File: config.mk
export PLATFORM = sky130hd
export DESIGN_NAME = addr_watch_unit
export DESIGN_NICKNAME = d
export VERILOG_FILES = /design/src/rtl/awu_pkg.sv /design/src/rtl/awu_classify.sv /design/src/rtl/awu_action.sv /design/src/rtl/awu_status.sv /design/src/rtl/addr_watch_unit.sv
export SDC_FILE = /design/constraint.sdc
export NUM_CORES = 1
export LEC_CHECK = 0
export BUFFER_PORTS_ARGS = -buffer_cell sky130_fd_sc_hd__buf_2
export CORE_MARGIN = 2
export CORE_UTILIZATION = 24
export CTS_CLUSTER_SIZE = 10
export DETAILED_ROUTE_END_ITERATION = 8
export MAX_ROUTING_LAYER = met4
export PLACE_DENSITY = 0.77
export SKIP_CTS_REPAIR_TIMING = 1
export SYNTH_ARGS = -nofsm -noshare
export SYNTH_HDL_FRONTEND = slang
export SYNTH_SLANG_ARGS = --single-unit
File: constraint.sdc
create_clock -name clk_i -period 1.7 [get_ports clk_i]
set_input_delay 0.34 -clock clk_i [delete_from_list [all_inputs] [get_ports clk_i]]
set_output_delay 0.34 -clock clk_i [all_outputs]
set_load 0.05 [all_outputs]
File: src/rtl/awu_pkg.sv
package awu_pkg;

  // Condition register bit positions
  localparam int unsigned COND_W     = 5;
  localparam int unsigned COND_IFETCH = 4;
  localparam int unsigned COND_DREAD  = 3;
  localparam int unsigned COND_WRITE  = 2;
  localparam int unsigned COND_STOP   = 1;
  localparam int unsigned COND_BREAK  = 0;

  typedef enum logic [1:0] {
    ACC_IFETCH = 2'd0,
    ACC_DREAD  = 2'd1,
    ACC_WRITE  = 2'd2
  } acc_kind_e;

  // Fetch takes precedence, then write (read-modify-write counts as write)
  function automatic acc_kind_e acc_kind_f(input logic fetch, input logic write, input logic rmw);
    if (fetch)             return ACC_IFETCH;
    else if (write || rmw) return ACC_WRITE;
    else                   return ACC_DREAD;
  endfunction

  // Condition bit that enables the given access class
  function automatic logic kind_enabled_f(input acc_kind_e kind, input logic [COND_W-1:0] cond);
    case (kind)
      ACC_IFETCH: return cond[COND_IFETCH];
      ACC_WRITE:  return cond[COND_WRITE];
      default:    return cond[COND_DREAD];
    endcase
  endfunction

endpackage

File: src/rtl/awu_classify.sv
module awu_classify
  import awu_pkg::*;
#(
  parameter int unsigned ADDR_W = 18
) (
  input  logic              acc_valid_i,
  input  logic [ADDR_W-1:0] acc_addr_i,
  input  logic              acc_fetch_i,
  input  logic              acc_write_i,
  input  logic              acc_rmw_i,
  input  logic [ADDR_W-1:0] watch_addr_i,
  input  logic [COND_W-1:0] watch_cond_i,
  output acc_kind_e         kind_o,
  output logic              hit_o
);
  logic addr_eq;
  logic armed;

  assign kind_o  = acc_kind_f(acc_fetch_i, acc_write_i, acc_rmw_i);
  assign addr_eq = (acc_addr_i == watch_addr_i);
  assign armed   = |watch_cond_i;
  assign hit_o   = acc_valid_i && armed && addr_eq && kind_enabled_f(kind_o, watch_cond_i);
endmodule

File: src/rtl/awu_action.sv
module awu_action
  import awu_pkg::*;
(
  input  logic              clk_i,
  input  logic              rst_ni,
  input  logic              hit_i,
  input  logic [COND_W-1:0] watch_cond_i,
  input  logic              clr_i,
  output logic              brk_set_o,
  output logic              halt_req_o,
  output logic              brk_flag_o
);
  assign brk_set_o = hit_i && watch_cond_i[COND_BREAK];

  always_ff @(posedge clk_i) begin
    if (!rst_ni) begin
      halt_req_o <= 1'b0;
      brk_flag_o <= 1'b0;
    end else begin
      halt_req_o <= hit_i && watch_cond_i[COND_STOP];
      // a new break event wins over a clear in the same cycle
      brk_flag_o <= brk_set_o || (brk_flag_o && !clr_i);
    end
  end
endmodule

File: src/rtl/awu_status.sv
module awu_status #(
  parameter int unsigned CTL_W    = 18,
  parameter int unsigned FLAG_BIT = 14,
  parameter int unsigned LVL_W    = 3,
  parameter int unsigned ERR_N    = 3
) (
  input  logic             brk_flag_i,
  input  logic             ctl_wr_i,
  input  logic [CTL_W-1:0] ctl_data_i,
  input  logic             pi_enable_i,
  input  logic [LVL_W-1:0] pi_level_i,
  input  logic [ERR_N-1:0] err_flags_i,
  output logic             clr_o,
  output logic             irq_any_o,
  output logic [CTL_W-1:0] stat_word_o,
  output logic [LVL_W-1:0] irq_level_o
);
  assign clr_o     = ctl_wr_i && ctl_data_i[FLAG_BIT];
  assign irq_any_o = brk_flag_i || (|err_flags_i);

  for (genvar b = 0; b < CTL_W; b++) begin : g_stat
    if (b == FLAG_BIT) begin : g_flag
      assign stat_word_o[b] = brk_flag_i;
    end else begin : g_zero
      assign stat_word_o[b] = 1'b0;
    end
  end

  assign irq_level_o = (pi_enable_i && irq_any_o) ? pi_level_i : '0;
endmodule

File: src/rtl/addr_watch_unit.sv
module addr_watch_unit
  import awu_pkg::*;
#(
  parameter int unsigned ADDR_W   = 18,
  parameter int unsigned CTL_W    = 18,
  parameter int unsigned FLAG_BIT = 14,
  parameter int unsigned LVL_W    = 3,
  parameter int unsigned ERR_N    = 3
) (
  input  logic              clk_i,
  input  logic              rst_ni,
  input  logic              acc_valid_i,
  input  logic [ADDR_W-1:0] acc_addr_i,
  input  logic              acc_fetch_i,
  input  logic              acc_write_i,
  input  logic              acc_rmw_i,
  input  logic [ADDR_W-1:0] watch_addr_i,
  input  logic [4:0]        watch_cond_i,
  input  logic              ctl_wr_i,
  input  logic [CTL_W-1:0]  ctl_data_i,
  input  logic              pi_enable_i,
  input  logic [LVL_W-1:0]  pi_level_i,
  input  logic [ERR_N-1:0]  err_flags_i,
  output logic              halt_req_o,
  output logic              brk_flag_o,
  output logic [CTL_W-1:0]  stat_word_o,
  output logic [LVL_W-1:0]  irq_level_o
);
  acc_kind_e acc_kind;
  logic      hit_evt;
  logic      brk_set_evt;
  logic      clr_evt;
  logic      irq_any;

  awu_classify #(.ADDR_W(ADDR_W)) u_classify (
    .acc_valid_i (acc_valid_i),
    .acc_addr_i  (acc_addr_i),
    .acc_fetch_i (acc_fetch_i),
    .acc_write_i (acc_write_i),
    .acc_rmw_i   (acc_rmw_i),
    .watch_addr_i(watch_addr_i),
    .watch_cond_i(watch_cond_i),
    .kind_o      (acc_kind),
    .hit_o       (hit_evt)
  );

  awu_action u_action (
    .clk_i       (clk_i),
    .rst_ni      (rst_ni),
    .hit_i       (hit_evt),
    .watch_cond_i(watch_cond_i),
    .clr_i       (clr_evt),
    .brk_set_o   (brk_set_evt),
    .halt_req_o  (halt_req_o),
    .brk_flag_o  (brk_flag_o)
  );

  awu_status #(
    .CTL_W(CTL_W), .FLAG_BIT(FLAG_BIT), .LVL_W(LVL_W), .ERR_N(ERR_N)
  ) u_status (
    .brk_flag_i (brk_flag_o),
    .ctl_wr_i   (ctl_wr_i),
    .ctl_data_i (ctl_data_i),
    .pi_enable_i(pi_enable_i),
    .pi_level_i (pi_level_i),
    .err_flags_i(err_flags_i),
    .clr_o      (clr_evt),
    .irq_any_o  (irq_any),
    .stat_word_o(stat_word_o),
    .irq_level_o(irq_level_o)
  );
endmodule

# Yosys cells after proc, flatten, opt, wreduce, memory -nomap -nowiden
# Index checks and enable logic that the tools add are counted.
# totals
register_bits	2
latch_bits	0
mem_bits_rw	0
romBits	0
in_bits	73
out_inout_bits	23
elab_cells	23
n_memories	0
# classes
n_addsub	0
n_mul	0
div_mod_pow	0
magnitude_cmp	0
n_eq_ne	2
shifts	0
muxes	4
bitwise	0
n_reduce_logical	15
# op_table
cell	n
18-bit equality test	1
1-bit logical AND	8
5-bit OR reduction	1
2-bit two-way mux	2
1-bit logical OR	3
3-bit two-way mux	1
3-bit OR reduction	1
2-bit equality test (second input constant)	1
2-bit logical NOT	1
1-bit one-hot mux with 2 select lines	1
1-bit logical NOT	1

# Longest topological paths before layout
# depth
depth_word	8
mapped_depth	5
depth_no_buf	5

# By module
# A second synthesis with hierarchy kept.
# unflattened
cells_unflattened	61
hier_area_um2	491.7
# modules_own_cells
mod	instances	cells_each	area_per_inst_um2	seq_area_each_um2
awu_classify	1	31	246.5	0.0
awu_status	1	24	175.2	0.0
awu_action	1	6	70.1	40.0

# Least setup slack after synthesis
# Ideal clock, no wire load.
# synth_timing
kind	reg-to-output
start	reg u_action.brk_flag_o
end	out irq_level_o[0]
arrival_ps	1327
required_time_ps	1360
slack_ps	33
path_stages_with_launch	3
n_path_buf	0
cell_sequence	dfxtp_1 o41a_1 and2_1
# synth_between
elab_chain_cells	3
# synth_rtl
item	line_no	text
start: declaration	awu_action.sv:11	output logic brk_flag_o
start signal: assignment	awu_action.sv:22	brk_flag_o <= brk_set_o || (brk_flag_o && !clr_i);
1-bit logical OR	awu_status.sv:19	assign irq_any_o = brk_flag_i || (|err_flags_i);
1-bit logical AND	awu_status.sv:29	assign irq_level_o = (pi_enable_i && irq_any_o) ? pi_level_i : '0;
3-bit two-way mux	awu_status.sv:29	
end: declaration	addr_watch_unit.sv:27	output logic [LVL_W-1:0] irq_level_o
# No other way between the ends.

# Final worst setup path
# Same ends and word-level chain as after synthesis.

==> qor.yml <==
clock_network:
  cts.sinks: 2
  root_buffer: "clkbuf_4"
  cts_tree: "yes"
  cts.clk_slew.worst_paths_ns: 0.03
  h-tree-depth: 1
  insertion_delay_ns: 0.22
  numCtsBuffers: 3
  cts_buffer_depth: 2
power:
  peakVddDrop_mv: 0.288
  total_power_w: 0.000369
  power_density_nw_per_um2: 481
  power_leakage_nw: 0.437
grt:
  antenna_found_initial: 0
  track_usage_pct: 11.5
  grt_max_degree: 5
  grt_pass1_wl_mm: 2.10
  grt-ovfl-total: 0
  grt_pass1_vias: 569
yosys:
  postSynthCellCount: 60
  yosysSeqAreaShare_pct: 8.47
  syn-cell-area_um2: 473
  ys_types: 19
  syn_area_per_cell_um2: 7.88
  ys_warn_count: 0
  synth_seq_cells: 2
worst_setup_path:
  cp.arrival_ns: 1.23
  cp-end-kind: "output port"
  crit_path_start_kind: "register"
  required_ns: 1.36
  crit_type: "reg -> out"
  crit_fanout: 4
routing:
  via_count: 604
  wl_per_cell_um: 8.46
  drt_iter0_markers: 1
  drc: 0
  postRouteAntennaNets: 0
  routed_via_density: 4.05
  wl_mm: 1.26
  drt_pass1_iterations: 2
min_path:
  min_path_type: "in -> reg"
placed_design:
  dp.cells: 146
  place_area_um2: 737
  portBuffers: 61
  gp_congestion: 0.665
  hpwlAfterDp_mm: 1.22
timing:
  post-route-period-util_pct: 92.1
  setup_tns_ns: 0
  skew_ns: 0
  hold_viol: 0
  timing.final.max_slew_violations: 0
  finalCriticalPeriod_ns: 1.57
  max_freq_mhz: 639
  grt_setup_unrepaired: "false"
  setup_viol: 0
die:
  core_area_um2: 1900
  io_pins: 96
  start_util_pct: 24.9
  fp.dieW_um: 48.4
  die_h_um: 48.4
  dieArea_um2: 2340
  core.rowCount: 16
cells_and_area:
  final_util_pct: 40.3
  diodes: 0
  layout-area-overhead-vs-synth_pct: 62.2
  fin_area_um2: 767
  nets: 197
  layout-drive-gt1-share_pct: 54.1
  fillers: 209
  stdcell_count: 149
job:
  maxCapViolations: 0
status:
  outcome: "finished, final reports clean"
[metal layers]
| layer | global-route usage [%] | routed length (um) |
|---|---|---|
| met1 | 9.11 | 376 |
| met2 | 24.5 | 700 |
| met3 | 3.40 | 183 |
| met4 | 2.86 | 0 |
| met5 | - | 0 |
[cell usage in the layout, fill, tap and decap left out, types with 2 or more instances in the layout]
cell type / count
a21oi_1: 2
and2_1: 3
buf_2: 58
buf_4: 3
clkbuf_4: 3
conb_1: 17
dfxtp_1: 2
nand4_1: 2
nor2_1: 2
nor3_1: 2
nor4_1: 2
xnor2_1: 9
xor2_1: 9
[cells in the mapped netlist]
library cell | count | area [um^2]
xor2_1 | 9 | 78.8
a21oi_1 | 2 | 10.0
nor2_1 | 2 | 7.51
mux2_2 | 1 | 11.3
inv_1 | 1 | 3.75
o2111ai_1 | 1 | 8.76
o2111a_1 | 1 | 11.3
nor4_1 | 2 | 12.5
and3_1 | 1 | 6.26
nor3_1 | 2 | 10.0
conb_1 | 1 | 3.75
and2_1 | 3 | 18.8
nand4_1 | 2 | 12.5
a31o_2 | 1 | 8.76
buf_4 | 18 | 135
xnor2_1 | 9 | 78.8
nand2_1 | 1 | 3.75
dfxtp_1 | 2 | 40.0
o41a_1 | 1 | 11.3
[cell families (layout without fill, tap and decap cells)]
family	count (synthesis)	in the layout	synth area share, %
compound gates	6	6	10.6
xor+xnor	18	18	33.3
buf+inv	19	65	29.4
flops	2	2	8.47
mux	1	1	2.38
other cells	1	17	0.793
simple gates	13	13	15.1
[cell type report]
class | instances | area [um^2] | share of cell area [%]
clock buffer | 3 | 22.5 | 2.94
inverter | 1 | 3.75 | 0.489
timing repair buffer | 61 | 313 | 40.8
multi-input combinational | 55 | 354 | 46.2
tap | 27 | 33.8 | 4.40
sequential | 2 | 40.0 | 5.22
[path summary, 6_finish.rpt]
| kind | from | end | slack, ns | cells past startpoint |
|---|---|---|---|---|
| hold / removal | watch_cond_i[0] | u_action.brk_flag_o | 0.38 | 2 |
| setup / recovery | u_action.brk_flag_o | irq_level_o[0] | 0.13 | 3 |
| setup reg to reg | u_action.brk_flag_o | u_action.brk_flag_o | 0.96 | 3 |
| hold reg to reg | u_action.brk_flag_o | u_action.brk_flag_o | 0.67 | 3 |
[critical path, cell delays in order, from the launching register on]
cell and delay (ns):
dfxtp_1 0.32, o41a_1 0.33, and2_1 0.17, buf_4 0.18
[flip-flops by register name, indices dropped and copies added (netlist names)]
signal,count
u_action.brk_flag_o,1
u_action.halt_req_o,1
[power by group]
| group | switching (W) | leakage, nW | internal (W) | total (W) |
|---|---|---|---|---|
| Sequential | 0.0000000000481 | 0.0161 | 0.0000473 | 0.0000473 |
| Clock | 0.0000220 | 0.0138 | 0.0000775 | 0.0000995 |
| Combinational | 0.000141 | 0.407 | 0.0000804 | 0.000222 |
| Total | 0.000163 | 0.437 | 0.000205 | 0.000369 |
[stage by stage]
| stage | setup slack [ns] | hold WS, ns |
|---|---|---|
| after CTS | 0.00654 | 0.377 |
| after global placement | 0.151 | 0.588 |
| final | 0.135 | 0.378 |
| after detailed placement | 0.0912 | 0.602 |
| after global routing | 0.0853 | 0.382 |
| after floorplan | 0.0327 | 0.485 |
Power figures use the tool's default switching activity.
